`src/rtl/iopg_pkg.sv`:
```
package iopg_pkg;

    localparam int DATA_W = 8;
    localparam int OFF_W  = 8;

    typedef enum logic [4:0] {
        RID_KEYSEL, RID_SDATA, RID_SCTRL, RID_DIV, RID_TCNT, RID_TMOD,
        RID_TCTL, RID_IFLAG, RID_SWEEP, RID_SQDUTY, RID_SQENV, RID_NZLEN,
        RID_NZENV, RID_VOL, RID_PAN, RID_MASTER, RID_LCTL, RID_LSTAT,
        RID_SCY, RID_SCX, RID_LCMP, RID_DMA, RID_BGP, RID_OBP0, RID_OBP1,
        RID_IEN, RID_NONE
    } reg_id_e;

    localparam int NUM_REGS = int'(RID_NONE);

    localparam logic [OFF_W-1:0] OFF_KEYSEL = 8'h00;
    localparam logic [OFF_W-1:0] OFF_SDATA  = 8'h01;
    localparam logic [OFF_W-1:0] OFF_SCTRL  = 8'h02;
    localparam logic [OFF_W-1:0] OFF_DIV    = 8'h04;
    localparam logic [OFF_W-1:0] OFF_TCNT   = 8'h05;
    localparam logic [OFF_W-1:0] OFF_TMOD   = 8'h06;
    localparam logic [OFF_W-1:0] OFF_TCTL   = 8'h07;
    localparam logic [OFF_W-1:0] OFF_IFLAG  = 8'h0F;
    localparam logic [OFF_W-1:0] OFF_SWEEP  = 8'h10;
    localparam logic [OFF_W-1:0] OFF_SQDUTY = 8'h11;
    localparam logic [OFF_W-1:0] OFF_SQENV  = 8'h12;
    localparam logic [OFF_W-1:0] OFF_NZLEN  = 8'h13;
    localparam logic [OFF_W-1:0] OFF_NZENV  = 8'h14;
    localparam logic [OFF_W-1:0] OFF_VOL    = 8'h15;
    localparam logic [OFF_W-1:0] OFF_PAN    = 8'h16;
    localparam logic [OFF_W-1:0] OFF_MASTER = 8'h17;
    localparam logic [OFF_W-1:0] OFF_LCTL   = 8'h40;
    localparam logic [OFF_W-1:0] OFF_LSTAT  = 8'h41;
    localparam logic [OFF_W-1:0] OFF_SCY    = 8'h42;
    localparam logic [OFF_W-1:0] OFF_SCX    = 8'h43;
    localparam logic [OFF_W-1:0] OFF_LCMP   = 8'h45;
    localparam logic [OFF_W-1:0] OFF_DMA    = 8'h46;
    localparam logic [OFF_W-1:0] OFF_BGP    = 8'h47;
    localparam logic [OFF_W-1:0] OFF_OBP0   = 8'h48;
    localparam logic [OFF_W-1:0] OFF_OBP1   = 8'h49;
    localparam logic [OFF_W-1:0] OFF_IEN    = 8'hFF;

    typedef struct packed {
        logic              store;
        logic [DATA_W-1:0] val;
        logic              fwd;
        logic              div_clr;
        logic              irq;
        logic              dma;
    } wr_plan_t;

    function automatic reg_id_e decode_off(input logic [OFF_W-1:0] off);
        case (off)
            OFF_KEYSEL: return RID_KEYSEL;
            OFF_SDATA:  return RID_SDATA;
            OFF_SCTRL:  return RID_SCTRL;
            OFF_DIV:    return RID_DIV;
            OFF_TCNT:   return RID_TCNT;
            OFF_TMOD:   return RID_TMOD;
            OFF_TCTL:   return RID_TCTL;
            OFF_IFLAG:  return RID_IFLAG;
            OFF_SWEEP:  return RID_SWEEP;
            OFF_SQDUTY: return RID_SQDUTY;
            OFF_SQENV:  return RID_SQENV;
            OFF_NZLEN:  return RID_NZLEN;
            OFF_NZENV:  return RID_NZENV;
            OFF_VOL:    return RID_VOL;
            OFF_PAN:    return RID_PAN;
            OFF_MASTER: return RID_MASTER;
            OFF_LCTL:   return RID_LCTL;
            OFF_LSTAT:  return RID_LSTAT;
            OFF_SCY:    return RID_SCY;
            OFF_SCX:    return RID_SCX;
            OFF_LCMP:   return RID_LCMP;
            OFF_DMA:    return RID_DMA;
            OFF_BGP:    return RID_BGP;
            OFF_OBP0:   return RID_OBP0;
            OFF_OBP1:   return RID_OBP1;
            OFF_IEN:    return RID_IEN;
            default:    return RID_NONE;
        endcase
    endfunction

    function automatic logic [DATA_W-1:0] unused_mask(input reg_id_e id);
        case (id)
            RID_SCTRL:  return 8'h7E;
            RID_TCTL:   return 8'hF8;
            RID_IFLAG:  return 8'hE0;
            RID_SWEEP:  return 8'h80;
            RID_SQDUTY: return 8'h3F;
            RID_NZLEN:  return 8'hFF;
            RID_MASTER: return 8'h70;
            RID_LSTAT:  return 8'h80;
            default:    return 8'h00;
        endcase
    endfunction

    function automatic logic [DATA_W-1:0] reset_value(input reg_id_e id);
        case (id)
            RID_IFLAG:  return 8'h01;
            RID_SWEEP:  return 8'h80;
            RID_SQDUTY: return 8'hBF;
            RID_SQENV:  return 8'hF3;
            RID_NZLEN:  return 8'hFF;
            RID_VOL:    return 8'h77;
            RID_PAN:    return 8'hF3;
            RID_MASTER: return 8'hF1;
            RID_LCTL:   return 8'h91;
            RID_BGP:    return 8'hFC;
            RID_OBP0:   return 8'hFF;
            RID_OBP1:   return 8'hFF;
            default:    return 8'h00;
        endcase
    endfunction

    function automatic logic power_gated(input reg_id_e id);
        case (id)
            RID_SWEEP, RID_SQDUTY, RID_SQENV, RID_NZENV, RID_VOL, RID_PAN:
                return 1'b1;
            default:
                return 1'b0;
        endcase
    endfunction

endpackage

```
`src/rtl/iopg_decode.sv`:
```
module iopg_decode
    import iopg_pkg::*;
(
    input  logic [OFF_W-1:0] off,
    output reg_id_e          id
);
    always_comb id = decode_off(off);
endmodule

```
`src/rtl/iopg_wrshape.sv`:
```
module iopg_wrshape
    import iopg_pkg::*;
(
    input  logic              wr,
    input  reg_id_e           id,
    input  logic [DATA_W-1:0] wdata,
    input  logic              snd_on,
    input  logic [DATA_W-1:0] master_now,
    output wr_plan_t          plan
);
    always_comb begin
        plan         = '0;
        plan.val     = wdata;
        if (wr && id != RID_NONE) begin
            plan.store = 1'b1;
            unique case (id)
                RID_DIV: begin
                    plan.store   = 1'b0;
                    plan.div_clr = 1'b1;
                end
                RID_IFLAG: begin
                    plan.val = wdata | 8'hE0;
                    plan.irq = 1'b1;
                end
                RID_DMA:    plan.dma = 1'b1;
                RID_NZLEN:  plan.fwd = 1'b1;
                RID_MASTER: begin
                    plan.fwd = 1'b1;
                    plan.val = {wdata[7], 3'b000, master_now[3:0]};
                end
                default: begin
                    if (power_gated(id)) begin
                        if (snd_on) plan.fwd = 1'b1;
                        else        plan.val = '0;
                    end
                end
            endcase
        end
    end
endmodule

```
`src/rtl/iopg_regfile.sv`:
```
module iopg_regfile
    import iopg_pkg::*;
#(
    parameter int N = NUM_REGS
) (
    input  logic                     clk,
    input  logic                     rst,
    input  logic                     we,
    input  reg_id_e                  wid,
    input  logic [DATA_W-1:0]        wval,
    output logic [N-1:0][DATA_W-1:0] regs
);
    for (genvar i = 0; i < N; i++) begin : g_reg
        always_ff @(posedge clk) begin
            if (rst)
                regs[i] <= reset_value(reg_id_e'(i));
            else if (we && int'(wid) == i)
                regs[i] <= wval;
        end
    end
endmodule

```
`src/rtl/iopg_rdmux.sv`:
```
module iopg_rdmux
    import iopg_pkg::*;
(
    input  reg_id_e                         id,
    input  logic [NUM_REGS-1:0][DATA_W-1:0] regs,
    input  logic [DATA_W-1:0]               keys,
    input  logic [DATA_W-1:0]               div_in,
    output logic [DATA_W-1:0]               rdata
);
    logic [DATA_W-1:0] sel;
    logic [3:0]        nib;

    always_comb begin
        sel = regs[RID_KEYSEL];
        case (sel[5:4])
            2'b10:   nib = keys[7:4];
            2'b01:   nib = keys[3:0];
            default: nib = 4'h0;
        endcase
        case (id)
            RID_NONE:   rdata = 8'hFF;
            RID_DIV:    rdata = div_in;
            RID_KEYSEL: rdata = 8'hC0 | ((sel | 8'h0F) ^ {4'h0, nib});
            default:    rdata = regs[id] | unused_mask(id);
        endcase
    end
endmodule

```
`src/rtl/iopg_regbank.sv`:
```
module iopg_regbank
    import iopg_pkg::*;
(
    input  logic         clk,
    input  logic         rst,
    input  logic [7:0]   bus_off,
    input  logic         bus_wr,
    input  logic [7:0]   bus_wdata,
    output logic [7:0]   bus_rdata,
    input  logic         snd_enabled,
    input  logic [7:0]   key_state,
    input  logic [7:0]   div_value,
    output logic         div_clear,
    output logic         irq_recheck,
    output logic         dma_go,
    output logic [15:0]  dma_src,
    output logic         snd_fwd_valid,
    output logic [7:0]   snd_fwd_off,
    output logic [7:0]   snd_fwd_data
);
    reg_id_e                         id;
    wr_plan_t                        plan;
    logic [NUM_REGS-1:0][DATA_W-1:0] regs;

    iopg_decode u_dec (.off(bus_off), .id(id));

    iopg_wrshape u_wr (
        .wr(bus_wr), .id(id), .wdata(bus_wdata), .snd_on(snd_enabled),
        .master_now(regs[RID_MASTER]), .plan(plan)
    );

    iopg_regfile #(.N(NUM_REGS)) u_rf (
        .clk(clk), .rst(rst), .we(plan.store), .wid(id),
        .wval(plan.val), .regs(regs)
    );

    iopg_rdmux u_rd (
        .id(id), .regs(regs), .keys(key_state), .div_in(div_value),
        .rdata(bus_rdata)
    );

    always_ff @(posedge clk) begin
        if (rst) begin
            div_clear     <= 1'b0;
            irq_recheck   <= 1'b0;
            dma_go        <= 1'b0;
            dma_src       <= '0;
            snd_fwd_valid <= 1'b0;
            snd_fwd_off   <= '0;
            snd_fwd_data  <= '0;
        end else begin
            div_clear     <= plan.div_clr;
            irq_recheck   <= plan.irq;
            dma_go        <= plan.dma;
            snd_fwd_valid <= plan.fwd;
            if (plan.dma) dma_src <= {bus_wdata, 8'h00};
            if (plan.fwd) begin
                snd_fwd_off  <= bus_off;
                snd_fwd_data <= bus_wdata;
            end
        end
    end
endmodule

```
`config.mk`:
```
export PLATFORM = sky130hd
export DESIGN_NAME = iopg_regbank
export DESIGN_NICKNAME = d
export VERILOG_FILES = /design/src/rtl/iopg_pkg.sv /design/src/rtl/iopg_decode.sv /design/src/rtl/iopg_wrshape.sv /design/src/rtl/iopg_regfile.sv /design/src/rtl/iopg_rdmux.sv /design/src/rtl/iopg_regbank.sv
export SDC_FILE = /design/constraint.sdc
export NUM_CORES = 1
export LEC_CHECK = 0
export BUFFER_PORTS_ARGS = -buffer_cell sky130_fd_sc_hd__clkbuf_2
export CAP_MARGIN = 20
export CELL_PAD_IN_SITES_DETAIL_PLACEMENT = 1
export CELL_PAD_IN_SITES_GLOBAL_PLACEMENT = 1
export CORE_ASPECT_RATIO = 1.5
export CORE_UTILIZATION = 25
export DETAILED_ROUTE_END_ITERATION = 8
export GPL_TIMING_DRIVEN = 0
export PLACE_DENSITY = 0.48
export SKIP_LAST_GASP = 1
export SLEW_MARGIN = 40
export SYNTH_ARGS = -nofsm -noshare
export SYNTH_HDL_FRONTEND = slang
export SYNTH_HIERARCHICAL = 1
export SYNTH_SLANG_ARGS = --single-unit
export TNS_END_PERCENT = 100
```
`constraint.sdc`:
```
create_clock -name clk -period 12.2 [get_ports clk]
set_input_delay 3.05 -clock clk [delete_from_list [all_inputs] [get_ports clk]]
set_output_delay 3.05 -clock clk [all_outputs]
set_load 0.01 [all_outputs]
```
==> summary.md <==
The number of buffers between clock root and the deepest sink is 3, and the layout overhead on the synthesized area is 18.18%. The number of global-route vias before repair came out at 10020. Together, buffers and inverters on the worst path number 10. The path with the worst hold slack has its endpoint at u_rf/regs[160]. In this run the remaining antenna-violating nets after routing total 0. The HPWL after detailed placement came out at 33.88 mm. Critical path data arrival time: 8.03 ns.

The final reports fail on DRC. Setup violations remaining at the end of the flow were counted as 0. STA classifies the critical path endpoint as a primary output. In the routed design, unresolved DRC markers number 14. Setup repair after global routing left no endpoint under its margin. The maximum vdd drop came out at 0.09649 mV.

Of the cells placed in the final design, the portion with a size suffix greater than 1 is 20.06%. Walking the worst path, the cells encountered are clkbuf_2 -> clkbuf_1 -> clkbuf_1 -> nor4_1 -> o31a_1 -> o21ai_4 -> buf_8 -> buf_6 -> buf_6 -> buf_2 -> inv_1 -> ha_1 -> buf_6 -> nor2_1 -> nor3_1 -> or4_1 -> a2111oi_0 -> nor4_1 -> clkbuf_2. Yosys printed 6 warnings. In this design, the largest share of critical-path delay is due to buffers and inverters. The logs give 1.122 ns for the final setup slack of the worst path and 7 for the iteration count of the initial detailed-routing pass. The sum of negative setup slack was 0 ns. After routing the design area is 14020 um^2. The run gives 388 as the number of DRC violations after detailed-routing iteration 0. Post-CTS repair changed the size of 0 cells. Clock skew on the completed layout was measured at 0.01167 ns.

The total leakage power is 6.092 nW, and the number of buffers added by the clock tree synthesis step is 27. The class of the most critical hold timing path was reg2reg. Clock latency on the worst-skew pair, taken at its later pin, is 0.56 ns. Max-cap violations in this run came to 0.

Using the TritonRoute via totals, the vias-per-cell ratio works out to 4.911. The most numerous cell type found on the critical path is sky130_fd_sc_hd__buf_6. For this run the aggregate overflow at the end of global routing stands at 0. Row generation in the floorplan step produced 97 rows. The filler cells instantiated in the layout total 5288. The worst pin sits at a relative slew slack of 43.98%. The highest attainable clock frequency was 0.09027 GHz. The start of the worst register-to-register path was u_rf/regs[122].

The congestion estimate from routability-driven global placement came to 0.8245. The tools report the placeable core region as 46730 um^2. For the worst setup path, the data required time is 9.15 ns. The instance area at placement came out at 13080 um^2. The tools report the final count of hold timing violations as 0.

The clock edge transition at the registers on the reported setup and hold paths came out at 0.06 ns. Power comes to 1.795 mW. The run gives 45.35 mm as the routed wire length.

In this run the power density over the cells is 128.0 nW/um^2. The clock net in this run drives a total of 232 sinks. The first global-routing pass estimated 67.96 mm of wire. The run finished, with violations left. Synthesis handed over a netlist of 1173 instances. Total die area: 48350 um^2. STA classifies the critical path startpoint as an input pin.

In this run the critical register-to-register path is captured at u_rf/regs[98]. At the end of the flow, the number of nets in the layout was 1323. During I/O placement, the number of pins put on the boundary was 80.

The critical path in this run is classified as in2out. In this design, the stage delay of the slowest critical-path cell is 0.65 ns. Cell type of the slowest stage on the worst timing path: sky130_fd_sc_hd__a2111oi_0. The cell area that synthesis handed to floorplanning was 11870 um^2. The number of setup buffers added after CTS is 0. The average wire per cell in the routed design was 23.92 um.

Start point of the worst min-delay path: u_rf/regs[160]. Of the available clock period, the critical path in the final layout requires 90.80%. In this run the tool buffered the top-level ports with 70 buffer cells.

The actual transition at the worst max-transition pin came out at 0.8403 ns. The maximum fanout encountered on the critical timing path was 14; the initial standard-cell utilization of the core was 25.39%. The detailed router placed 9312 vias in this run. The number of pins with negative max-slew slack in the final report is 0, and the minimum setup slack among reg-to-reg paths is 9.99 ns. For this design, the CTS-stage hold fixing added 0 buffers.

The count of H-tree levels built during CTS came out at 1. At the placement stage, the worst setup path has a slack of 1.089 ns. The overall die height is 268.8 um, and the largest net degree at the start of global routing is 21.

The average footprint of a synthesized cell is 10.12 um^2. Leaving out fill and tap cells, the most frequent cells in the layout are sky130_fd_sc_hd__mux2i_1, sky130_fd_sc_hd__dfxtp_1, sky130_fd_sc_hd__nand2b_1. Hold timing on the final database bottoms out at a slack of 0.4784 ns.

TritonCTS built the clock tree. Counting cells, the worst reg-to-reg path comes to 5. Counting instances, the worst hold path has a depth of 2. The all-layer global routing usage is 18.98%, and the number of antenna violations at the first check in global routing is 0. The buffer type at the clock tree root is sky130_fd_sc_hd__clkbuf_16. Counting I/O delays and the setup requirement, the final critical path takes 11.08 ns.

Most common cell after layout, fill and taps aside: sky130_fd_sc_hd__mux2i_1. The floorplan step set the die width to 179.9 um.
how the worst max path moves through the flow:
stage	startpoint	to	slack (ns)	depth (start not counted)
global placement	bus_off[3]	bus_rdata[4]	-0.99	18
floorplan	bus_off[3]	bus_rdata[4]	1.76	16
detailed placement	bus_off[3]	bus_rdata[4]	1.09	19
CTS	bus_off[3]	bus_rdata[4]	1.08	19
global route	bus_off[3]	bus_rdata[5]	0.78	19
finish	bus_off[3]	bus_rdata[5]	1.12	19
registers in the layout, indices dropped and copies added, names as in the netlist:
name and flops:
div_clear 1, dma_go 1, dma_src 8, irq_recheck 1, snd_fwd_data 8, snd_fwd_off 8, snd_fwd_valid 1, u_rf/regs 204
worst register-to-register path: stages (launching register included):
cell                       delay (ns)
sky130_fd_sc_hd__dfxtp_1         0.33
sky130_fd_sc_hd__a22o_1          0.24
sky130_fd_sc_hd__nand2b_1        0.08
sky130_fd_sc_hd__clkbuf_1        0.56
sky130_fd_sc_hd__buf_1           0.68
sky130_fd_sc_hd__mux2i_1         0.16
metal layers:
metal  part of all wire, %  GRT usage, %  vias to the layer above  wire length [um]
met3                   3.2         1.891                       52              1439
met5                     0             0                        -                 0
met2                    53         37.14                      204             24250
met1                    41         21.57                     4720             18560
met4                   2.4         5.475                        0              1092
li1                      -             -                     4336                 -
power breakdown:
part	total (mW)	switching, mW	internal, mW
combinational	0.168	0.110	0.0576
sequential	0.760	0.000739	0.759
clock	0.867	0.341	0.526
per-stage QoR:
stage                     instances  util (%)
after detailed placement       1846     27.99
after CTS                      1895     30.00
after global routing           1895     30.00
final                          1896     30.01
after floorplan                1180         -
after global placement         1844     27.79
final cells by class:
| class | instances | area [um^2] | share of cell area (%) |
|---|---|---|---|
| multi-input combinational | 833 | 6663 | 47.51 |
| sequential | 232 | 4644 | 33.12 |
| clock buffer | 37 | 773.2 | 5.514 |
| tap | 594 | 743.2 | 5.300 |
| buffer | 102 | 586.8 | 4.185 |
| timing repair buffer | 72 | 392.9 | 2.802 |
| clock inverter | 12 | 167.7 | 1.196 |
| inverter | 13 | 48.80 | 0.3480 |
| antenna | 1 | 2.502 | 0.01785 |
(Power assumes the default switching activity.)
